## src/rtl/cprt_pkg.sv

```systemverilog
package cprt_pkg;
  typedef enum logic [1:0] {
    SRC_CLK  = 2'b00,
    SRC_DIV8 = 2'b01,
    SRC_RING = 2'b10,
    SRC_EXT  = 2'b11
  } src_e;

  typedef struct packed {
    logic fall;
    src_e src;
    logic wmode;
    logic run;
  } ctrl_t;

  localparam logic [1:0] ADDR_CTRL = 2'd0;
  localparam logic [1:0] ADDR_PRE  = 2'd1;
  localparam logic [1:0] ADDR_MAIN = 2'd2;
  localparam int         IRQ_BIT   = 7;
endpackage

```

## src/rtl/tick_select.sv

```systemverilog
module tick_select
  import cprt_pkg::*;
#(
  parameter int DIV_LOG2 = 3,
  parameter int SYNC_N   = 2
) (
  input  logic clk,
  input  logic rst_n,
  input  src_e src,
  input  logic fall,
  input  logic ring_en,
  input  logic ext_in,
  output logic tick
);
  localparam logic [DIV_LOG2-1:0] DIV_TOP = '1;

  logic [DIV_LOG2-1:0] div_q, div_d;
  logic [SYNC_N-1:0]   sync_q, sync_d;
  logic                last_q, last_d;
  logic                ext_now, ext_edge;

  always_comb begin
    div_d  = div_q + 1'b1;
    sync_d = {sync_q[SYNC_N-2:0], ext_in};
    last_d = sync_q[SYNC_N-1];
  end

  always_ff @(posedge clk or negedge rst_n) begin
    if (!rst_n) begin
      div_q  <= '0;
      sync_q <= '0;
      last_q <= 1'b0;
    end else begin
      div_q  <= div_d;
      sync_q <= sync_d;
      last_q <= last_d;
    end
  end

  assign ext_now  = sync_q[SYNC_N-1];
  assign ext_edge = fall ? (last_q & ~ext_now) : (ext_now & ~last_q);

  always_comb begin
    unique case (src)
      SRC_CLK:  tick = 1'b1;
      SRC_DIV8: tick = (div_q == DIV_TOP);
      SRC_RING: tick = ring_en;
      default:  tick = ext_edge;
    endcase
  end

  assert_div_spacing_R2: assert property (@(posedge clk) disable iff (!rst_n)
    (src == SRC_DIV8 && tick) |=> (src != SRC_DIV8 || !tick));

  assert_ext_single_tick_R9: assert property (@(posedge clk) disable iff (!rst_n)
    (src == SRC_EXT && tick) |=> (src != SRC_EXT || !tick));
endmodule

```

## src/rtl/reload_down_ctr.sv

```systemverilog
module reload_down_ctr #(
  parameter int W = 8
) (
  input  logic         clk,
  input  logic         rst_n,
  input  logic         step,
  input  logic         wr_rel,
  input  logic         wr_cnt,
  input  logic [W-1:0] wdata,
  output logic [W-1:0] cnt,
  output logic         uf
);
  logic [W-1:0] cnt_q, cnt_d, rel_q, rel_d;

  always_comb begin
    uf    = step && (cnt_q == '0) && !wr_cnt;
    rel_d = wr_rel ? wdata : rel_q;
    cnt_d = cnt_q;
    if (wr_cnt)
      cnt_d = wdata;
    else if (step)
      cnt_d = (cnt_q == '0) ? rel_q : cnt_q - 1'b1;
  end

  always_ff @(posedge clk or negedge rst_n) begin
    if (!rst_n) begin
      cnt_q <= '1;
      rel_q <= '1;
    end else begin
      cnt_q <= cnt_d;
      rel_q <= rel_d;
    end
  end

  assign cnt = cnt_q;

  assert_reload_on_underflow_R4: assert property (@(posedge clk) disable iff (!rst_n)
    uf |=> cnt_q == $past(rel_q));

  assert_hold_when_idle_R5: assert property (@(posedge clk) disable iff (!rst_n)
    (!step && !wr_cnt) |=> cnt_q == $past(cnt_q));

  assert_reload_only_write_R7: assert property (@(posedge clk) disable iff (!rst_n)
    (wr_rel && !wr_cnt && !step) |=> (cnt_q == $past(cnt_q) && rel_q == $past(wdata)));
endmodule

```

## src/rtl/cascade_timer.sv

```systemverilog
module cascade_timer
  import cprt_pkg::*;
#(
  parameter int W        = 8,
  parameter int DIV_LOG2 = 3,
  parameter int SYNC_N   = 2
) (
  input  logic         clk,
  input  logic         rst_n,
  input  logic         ring_en,
  input  logic         ext_in,
  input  logic         bus_wr,
  input  logic [1:0]   bus_addr,
  input  logic [W-1:0] bus_wdata,
  output logic [W-1:0] bus_rdata,
  output logic         irq
);
  localparam int CW = $bits(ctrl_t);

  logic [1:0] rs_q;
  logic       rst_i;

  always_ff @(posedge clk or negedge rst_n) begin
    if (!rst_n) rs_q <= 2'b00;
    else        rs_q <= {rs_q[0], 1'b1};
  end
  assign rst_i = rs_q[1];

  ctrl_t        ctrl_q, ctrl_d;
  logic         irq_q, irq_d;
  logic         wr_ctrl, wr_pre, wr_main, ld_pre, ld_main;
  logic         direct_wr, irq_set, irq_clr;
  logic         tick, step_pre, pre_uf, main_uf;
  logic [W-1:0] pre_cnt, main_cnt;
  logic         unused_bits;

  assign unused_bits = ^bus_wdata[IRQ_BIT-1:CW];

  always_comb begin
    wr_ctrl   = bus_wr && (bus_addr == ADDR_CTRL);
    wr_pre    = bus_wr && (bus_addr == ADDR_PRE);
    wr_main   = bus_wr && (bus_addr == ADDR_MAIN);
    ld_pre    = wr_pre  && !ctrl_q.wmode;
    ld_main   = wr_main && !ctrl_q.wmode;
    direct_wr = (wr_pre || wr_main) && !ctrl_q.wmode && ctrl_q.run;
    irq_clr   = wr_ctrl && !bus_wdata[IRQ_BIT];
    step_pre  = ctrl_q.run && tick;
    irq_set   = main_uf || direct_wr;
  end

  always_comb begin
    ctrl_d = ctrl_q;
    if (wr_ctrl) ctrl_d = ctrl_t'(bus_wdata[CW-1:0]);
    irq_d = irq_q;
    if (irq_clr) irq_d = 1'b0;
    if (irq_set) irq_d = 1'b1;
  end

  always_ff @(posedge clk or negedge rst_i) begin
    if (!rst_i) begin
      ctrl_q <= '0;
      irq_q  <= 1'b0;
    end else begin
      ctrl_q <= ctrl_d;
      irq_q  <= irq_d;
    end
  end

  tick_select #(.DIV_LOG2(DIV_LOG2), .SYNC_N(SYNC_N)) u_tick (
    .clk(clk), .rst_n(rst_i), .src(ctrl_q.src), .fall(ctrl_q.fall),
    .ring_en(ring_en), .ext_in(ext_in), .tick(tick)
  );

  reload_down_ctr #(.W(W)) u_pre (
    .clk(clk), .rst_n(rst_i), .step(step_pre), .wr_rel(wr_pre),
    .wr_cnt(ld_pre), .wdata(bus_wdata), .cnt(pre_cnt), .uf(pre_uf)
  );

  reload_down_ctr #(.W(W)) u_main (
    .clk(clk), .rst_n(rst_i), .step(pre_uf), .wr_rel(wr_main),
    .wr_cnt(ld_main), .wdata(bus_wdata), .cnt(main_cnt), .uf(main_uf)
  );

  always_comb begin
    bus_rdata = '0;
    unique case (bus_addr)
      ADDR_CTRL: begin
        bus_rdata[CW-1:0]  = ctrl_q;
        bus_rdata[IRQ_BIT] = irq_q;
      end
      ADDR_PRE:  bus_rdata = pre_cnt;
      ADDR_MAIN: bus_rdata = main_cnt;
      default:   bus_rdata = '0;
    endcase
  end

  assign irq = irq_q;

  assert_main_steps_on_pre_uf_R3: assert property (@(posedge clk) disable iff (!rst_i)
    (!pre_uf && !ld_main) |=> $stable(main_cnt));

  assert_irq_on_underflow_R6: assert property (@(posedge clk) disable iff (!rst_i)
    main_uf |=> irq_q);

  assert_direct_write_flag_R8: assert property (@(posedge clk) disable iff (!rst_i)
    direct_wr |=> irq_q);

  assert_irq_sticky_R11: assert property (@(posedge clk) disable iff (!rst_i)
    (irq_q && !irq_clr) |=> irq_q);

  assert_stopped_prescaler_R5: assert property (@(posedge clk) disable iff (!rst_i)
    (!ctrl_q.run && !ld_pre) |=> $stable(pre_cnt));
endmodule

```

## config.mk

```make
export PLATFORM = sky130hd
export DESIGN_NAME = cascade_timer
export DESIGN_NICKNAME = d
export VERILOG_FILES = /design/src/rtl/cprt_pkg.sv /design/src/rtl/tick_select.sv /design/src/rtl/reload_down_ctr.sv /design/src/rtl/cascade_timer.sv
export SDC_FILE = /design/constraint.sdc
export NUM_CORES = 1
export LEC_CHECK = 0
export BUFFER_PORTS_ARGS = -buffer_cell sky130_fd_sc_hd__buf_4
export CELL_PAD_IN_SITES_DETAIL_PLACEMENT = 1
export CELL_PAD_IN_SITES_GLOBAL_PLACEMENT = 2
export CORE_ASPECT_RATIO = 0.9
export CORE_MARGIN = 2
export CORE_UTILIZATION = 42
export DETAILED_ROUTE_END_ITERATION = 8
export HOLD_SLACK_MARGIN = 0.12
export PLACE_DENSITY_LB_ADDON = 0.25
export SLEW_MARGIN = 20
export SYNTH_ARGS = -nofsm -noshare
export SYNTH_HDL_FRONTEND = slang
export SYNTH_SLANG_ARGS = --single-unit
```

## constraint.sdc

```tcl
create_clock -name clk -period 2.4 [get_ports clk]
set_input_delay 0.48 -clock clk [delete_from_list [all_inputs] [get_ports clk]]
set_output_delay 0.48 -clock clk [all_outputs]
set_load 0.01 [all_outputs]
```

== After elaboration in Yosys (flattened, before gate mapping) ==
Cells that the tools add are included.

* Word-level logic and storage cells: 64
* Bits in registers: 46
* Input bits: 15

* Add/sub/neg operators: 3
* Equality and inequality tests: 5
* Muxes and demuxes: 13
* Bitwise operators: 4
* Reductions and logical operators: 26

{| class="wikitable"
|+ Operators with widths
! operator !! count
|-
| $mux 8 || 6
|-
| $logic_not 8->1 || 2
|-
| $sub 8x1->8 const B || 2
|-
| $pmux 5 s3 || 1
|-
| $logic_and 1x1->1 || 13
|-
| $pmux 1 s3 || 2
|-
| $reduce_bool 2->1 || 3
|-
| $eq 2x1->1 const B || 2
|-
| $eq 2x2->1 const B || 2
|-
| $logic_not 1->1 || 4
|-
| $logic_not 2->1 || 2
|-
| $pmux 2 s2 || 1
|-
| $add 3x1->3 const B || 1
|-
| $eq 3x3->1 const B || 1
|-
| $mux 1 || 3
|-
| $and 1x1->1 || 2
|-
| $logic_or 1x1->1 || 2
|-
| $not 1->1 || 2
|}

== Logic depth before layout (Yosys ltp) ==
* Depth after elaboration: 11
* Depth in mapped cells: 8
* Mapped depth without buffers: 7

== By module ==
A second synthesis with hierarchy kept.

* Cell total of the unflattened synthesis: 240
* Area, all modules: 2571.2 um^2

{| class="wikitable"
|+ By module, submodules not included
! module !! instances !! sequential area each (um^2) !! cells each !! area an instance (um^2)
|-
| reload_down_ctr || 2 || 420.4 || 88 || 909.6
|-
| cascade_timer || 1 || 200.2 || 49 || 528.0
|-
| tick_select || 1 || 150.1 || 15 || 224.0
|}

== Worst setup path before layout ==
Ideal clock, no wire load.

* Kind: register to register
* Start: register u_tick.div_q[0]
* End: register u_main.cnt_q[0], in the netlist u_main.cnt[0]
* Required time: 2318 ps
* Clock period less this slack: 2009 ps
* Library setup time: 82 ps
* Cell stages (with the launch flop): 8
* Slack: 391 ps
* Data arrival time: 1927 ps
* Cell sequence: dfrtp_1 > ha_1 > ha_1 > o311ai_1 > or2_2 > clkbuf_2 > a2111oi_0 > o31a_1

* Word-level cells in the longest chain between the ends: 6

{| class="wikitable"
|+ Ends and longest elaborated chain
! item !! line !! RTL
|-
| start: declaration || tick_select.sv:17 || <nowiki>logic [DIV_LOG2-1:0] div_q, div_d;</nowiki>
|-
| start signal: assignment || tick_select.sv:34 || <nowiki>div_q <= div_d;</nowiki>
|-
| $eq 3x3->1 || tick_select.sv:46 || <nowiki>SRC_DIV8: tick = (div_q == DIV_TOP);</nowiki>
|-
| $pmux 1 s3 || tick_select.sv:44 || <nowiki>unique case (src)</nowiki>
|-
| $logic_and 1x1->1 || cascade_timer.sv:47 || <nowiki>step_pre = ctrl_q.run && tick;</nowiki>
|-
| $logic_and 1x1->1 (2 in a row) || reload_down_ctr.sv:16 || <nowiki>uf = step && (cnt_q == '0) && !wr_cnt;</nowiki>
|-
| $reduce_bool 2->1 (no line) || n/a ||
|-
| end signal: assignment || reload_down_ctr.sv:30 || <nowiki>cnt_q <= cnt_d;</nowiki>
|-
| end: declaration || reload_down_ctr.sv:13 || <nowiki>logic [W-1:0] cnt_q, cnt_d, rel_q, rel_d;</nowiki>
|}

Every way passes these cells.
A chain may end at the register's enable or synchronous reset.

== Worst setup path after layout ==
* Start: register u_main.cnt_q[3], in the netlist u_main.cnt[3]
* End: register u_main.cnt_q[4], in the netlist u_main.cnt[4]

* Word-level cells in the longest chain between the ends: 4
* Elaborated cells on any way between the ends: 5
* Those cells by class: add/sub (1); mux (3); reduce/logical (1)

{| class="wikitable"
|+ Ends and longest elaborated chain
! item !! line !! RTL
|-
| $sub 8x1->8 or $logic_not 8->1 (tied branches) || reload_down_ctr.sv:22 || <nowiki>cnt_d = (cnt_q == '0) ? rel_q : cnt_q - 1'b1;</nowiki>
|-
| $mux 8 * || reload_down_ctr.sv:22 ||
|-
| $mux 8 * || reload_down_ctr.sv:21 || <nowiki>else if (step)</nowiki>
|-
| $mux 8 * || reload_down_ctr.sv:19 || <nowiki>if (wr_cnt)</nowiki>
|}

Mark *: on every way between the ends. The rest lies on a longest branch, timed or not. The select of a mux whose other input is x is not followed.

==> flow_metrics.env <==
export IMPL_outcome="finished clean"
export IMPL_switching_power_uw=1010
export IMPL_die_x_um=87.1
export IMPL_finalMaxSlewViolations=0
export IMPL_io_pins=24
export IMPL_hp_start="ext_in"
export IMPL_ir_worst_vdd_v=0.000414
export IMPL_p_seq_frac=0.482
export IMPL_drv_cap=0
export IMPL_cts_htree_levels=2
export IMPL_p_clk_frac=0.203
export IMPL_synth_ff_type="dfstp_2"
export IMPL_p_per_area_nw_per_um2=934
export IMPL_dieArea_sq_um=6860
export IMPL_cp_slowest_stage_delay_ns=0.58
export IMPL_synth_top_area_frac=0.322
export IMPL_setup_violations=0
export IMPL_antenna_left=0
export IMPL_drive_above_1_share=0.380
export IMPL_wl_met2_mm=3.31
export IMPL_path_cells="or4_4, nor3b_4, mux2_1, mux2i_1, o21ai_1"
export IMPL_start_util=0.432
export IMPL_dieHeight_um=78.8
export IMPL_synth_warnings=0
export IMPL_internal_power_uw=1840
export IMPL_route_detailed_drc=0
export IMPL_met3_length_um=335
export IMPL_core_sq_um=6050
export IMPL_antenna_found_initial=0
export IMPL_yosysUniqueCellTypes=51
export IMPL_hold_path_class="in -> reg"
export IMPL_synth_edf_count=0
export IMPL_fin_ws_ns=0.282
export IMPL_relSlewSlack=0.489
export IMPL_synth_cells=249
export IMPL_diodes=0
export IMPL_grt_start_max_net_pins=36
export IMPL_globalRouteOverflowTotal=0
export IMPL_gp_congestion=0.791
export IMPL_wl_per_cell_um=19.6
export IMPL_grt_first_pass_wirelength_mm=11.9
export IMPL_cp_arrival_ns=2.35
export IMPL_synth_seq_cells=46
export IMPL_endpoint_kind="register"
export IMPL_synthArstFlopShare=1.00
export IMPL_worstSetupStartpoint="u_main.cnt[3]"
export IMPL_cts_sinks=46
export IMPL_cts_setup_buffers=0
export IMPL_synth_area_sq_um=2610
export IMPL_grt_total_usage=0.227
export IMPL_met1_length_mm=3.28
export IMPL_swShare=0.354
export IMPL_critPathRequiredTime_ns=2.63
export IMPL_fin_setup_tns_ns=0
export IMPL_hold_ws_ns=0.282
export IMPL_core_rowCount=27
export IMPL_vias=2057
export IMPL_tightest_slew_ns=0.767
export IMPL_root_buffer="clkbuf_8"
export IMPL_path_class="reg -> reg"
export IMPL_pre_cts_ws_ns=0.149
export IMPL_final_core_util=0.505
export IMPL_nNetsFinal=308
export IMPL_cp_max_fo=9
export IMPL_path_clk_slew_ns=0.08
export IMPL_comb_power_share=0.315
export IMPL_finClkSkew_ns=0.00933
export IMPL_max_freq_mhz=472
export IMPL_synth_nets=274
export IMPL_drtIter0Drc=102
export IMPL_areaGrowthSynthToFinish_pct=17.0
export IMPL_rsz0062_at_grt="false"
export IMPL_ys_seq_area_frac=0.456
export IMPL_hold_viol_final=0
export IMPL_p_leak_uw=0.00128
export IMPL_clock_latency_ns=0.30
export IMPL_routed_top_layer="met4"
export IMPL_fillCellCount=673
export IMPL_syn_avg_cell_area_sq_um=10.5
export IMPL_yosysTopAreaCell="dfstp_2"
export IMPL_slowest_stage="or4_4"
export IMPL_dp_final_hpwl_mm=5.31
export IMPL_numPortBuffers=23
export IMPL_worstReg2RegStart="u_main.cnt[3]"
export IMPL_routed_wl_mm=6.99
export IMPL_numCtsBuffers=5
export IMPL_fin_crit_sh=0.883
export IMPL_fin_crit_ns=2.12
export IMPL_routed_via_density=5.78
export IMPL_cts_tree="built"
export IMPL_start_kind="register"
export IMPL_synth_area_leaders="dfstp_2, dfrtp_1, mux2_2, ha_1, nand2_1"
export IMPL_grt_pass1_vias=2213
export IMPL_dr_pass1_iters=4
export IMPL_clockBufferDepth=2
## registers in the layout, indices dropped and copies added (netlist names)
| signal | flops |
|---|---|
| u_main.rel_q | 8 |
| ctrl_q | 5 |
| u_tick.sync_q | 2 |
| u_main.cnt | 8 |
| u_pre.cnt | 8 |
| rs_q | 2 |
| u_pre.rel_q | 8 |
| irq | 1 |
| u_tick.last_q | 1 |
| u_tick.div_q | 3 |
## kinds of logic (layout without fill, tap and decap cells)
group | count (synthesis) | count (layout) | synth area share
buffers and inverters | 21 | 56 | 0.0307
xor gates and xnor gates | 3 | 3 | 0.0101
and+or+nand+nor | 81 | 81 | 0.170
muxes | 34 | 34 | 0.143
DFF | 46 | 46 | 0.456
adders and majority gates | 10 | 10 | 0.0479
AOI/OAI and AO/OA | 53 | 53 | 0.141
other | 1 | 1 | 0.00144
## per-layer routing
| metal | vias to the layer above | GRT usage |
|---|---|---|
| li1 | 980 | - |
| met3 | 9 | 0.0343 |
| met1 | 1024 | 0.319 |
| met5 | - | 0 |
| met4 | 0 | 0.0477 |
| met2 | 44 | 0.373 |
## worst paths after layout
check / to / slack, ns / depth (start not counted)
min: u_tick.sync_q[0] / 0.28 / 1
min reg2reg: u_tick.div_q[2] / 0.35 / 0
max reg2reg: u_main.cnt[4] / 0.28 / 5
max: u_main.cnt[4] / 0.28 / 5
min in group asynchronous: u_tick.div_q[2] / 0.35 / 0
max in group asynchronous: u_pre.cnt[4] / 1.33 / 1
## critical path: cells and delay by family, from the launching register on
kind            cells  cell delay (ns)
mux                 2             0.54
compound gates      1             0.08
flops               1             0.41
simple gates        2             1.03
## layout make-up
cell class / instances / area (sq um) / area share
Clock buffer: 6 / 72.6 / 0.0238
Clock inverter: 2 / 37.5 / 0.0123
Inverter: 13 / 48.8 / 0.0160
Multi-Input combinational cell: 182 / 1350 / 0.441
Sequential cell: 46 / 1190 / 0.391
Tap cell: 72 / 90.1 / 0.0295
Timing Repair Buffer: 35 / 265 / 0.0869
## what timing repair did
| item | 4_1_cts | 5_1_grt |
|---|---|---|
| setup endpoints to repair | 0 | 5 |
| hold buffers | 1 | 0 |
| hold endpoints to repair | 2 | 0 |
| gates resized for setup | 0 | 1 |
## power groups by stage
stage          combinational (uW)  clock, uW  sequential [uW]
2_1_floorplan                 655          0             1260
3_3_place_gp                  867          0             1370
3_5_place_dp                  894          0             1380
4_1_cts                       902        596             1370
5_1_grt                      1010        624             1410
6_report                      898        579             1370
## synthesized netlist by cell type (5+ instances only)
cell      number
mux2_2        23
nand2_1       24
dfstp_2       32
a21oi_1        8
clkbuf_1       7
mux2i_1        8
ha_1          10
a222oi_1       6
o21ai_0        9
inv_1         13
dfrtp_1       14
a31oi_1        5
o211ai_1       5
nor2_1        21
## cell usage in the layout (no fill, tap or decap), types with 3 or more instances in the layout
| cell type | Yosys | final |
|---|---|---|
| mux2_1 | 3 | 3 |
| nor3_1 | 4 | 4 |
| clkbuf_8 | 0 | 5 |
| nor2_1 | 21 | 21 |
| a31oi_1 | 5 | 5 |
| mux2i_1 | 8 | 8 |
| o31ai_1 | 3 | 3 |
| dfrtp_1 | 14 | 13 |
| a22oi_1 | 3 | 3 |
| o211ai_1 | 5 | 5 |
| nand2_1 | 24 | 24 |
| mux2_2 | 23 | 23 |
| ha_1 | 10 | 10 |
| a21oi_1 | 8 | 8 |
| nor2b_1 | 4 | 4 |
| dfstp_2 | 32 | 32 |
| or2_2 | 3 | 3 |
| buf_4 | 0 | 34 |
| o21ai_0 | 9 | 9 |
| a222oi_1 | 6 | 6 |
| o21ai_1 | 3 | 3 |
| nand3_1 | 4 | 4 |
| inv_1 | 13 | 13 |
## stage by stage
stage	std cells	power, uW	instance area, sq um
2_1_floorplan	249	1920	2610
6_report	356	2850	3050
3_5_place_dp	347	2280	2930
3_3_place_gp	347	2240	2930
5_1_grt	356	3050	3050
4_1_cts	356	2870	3050
Power figures use the tool's default switching activity.
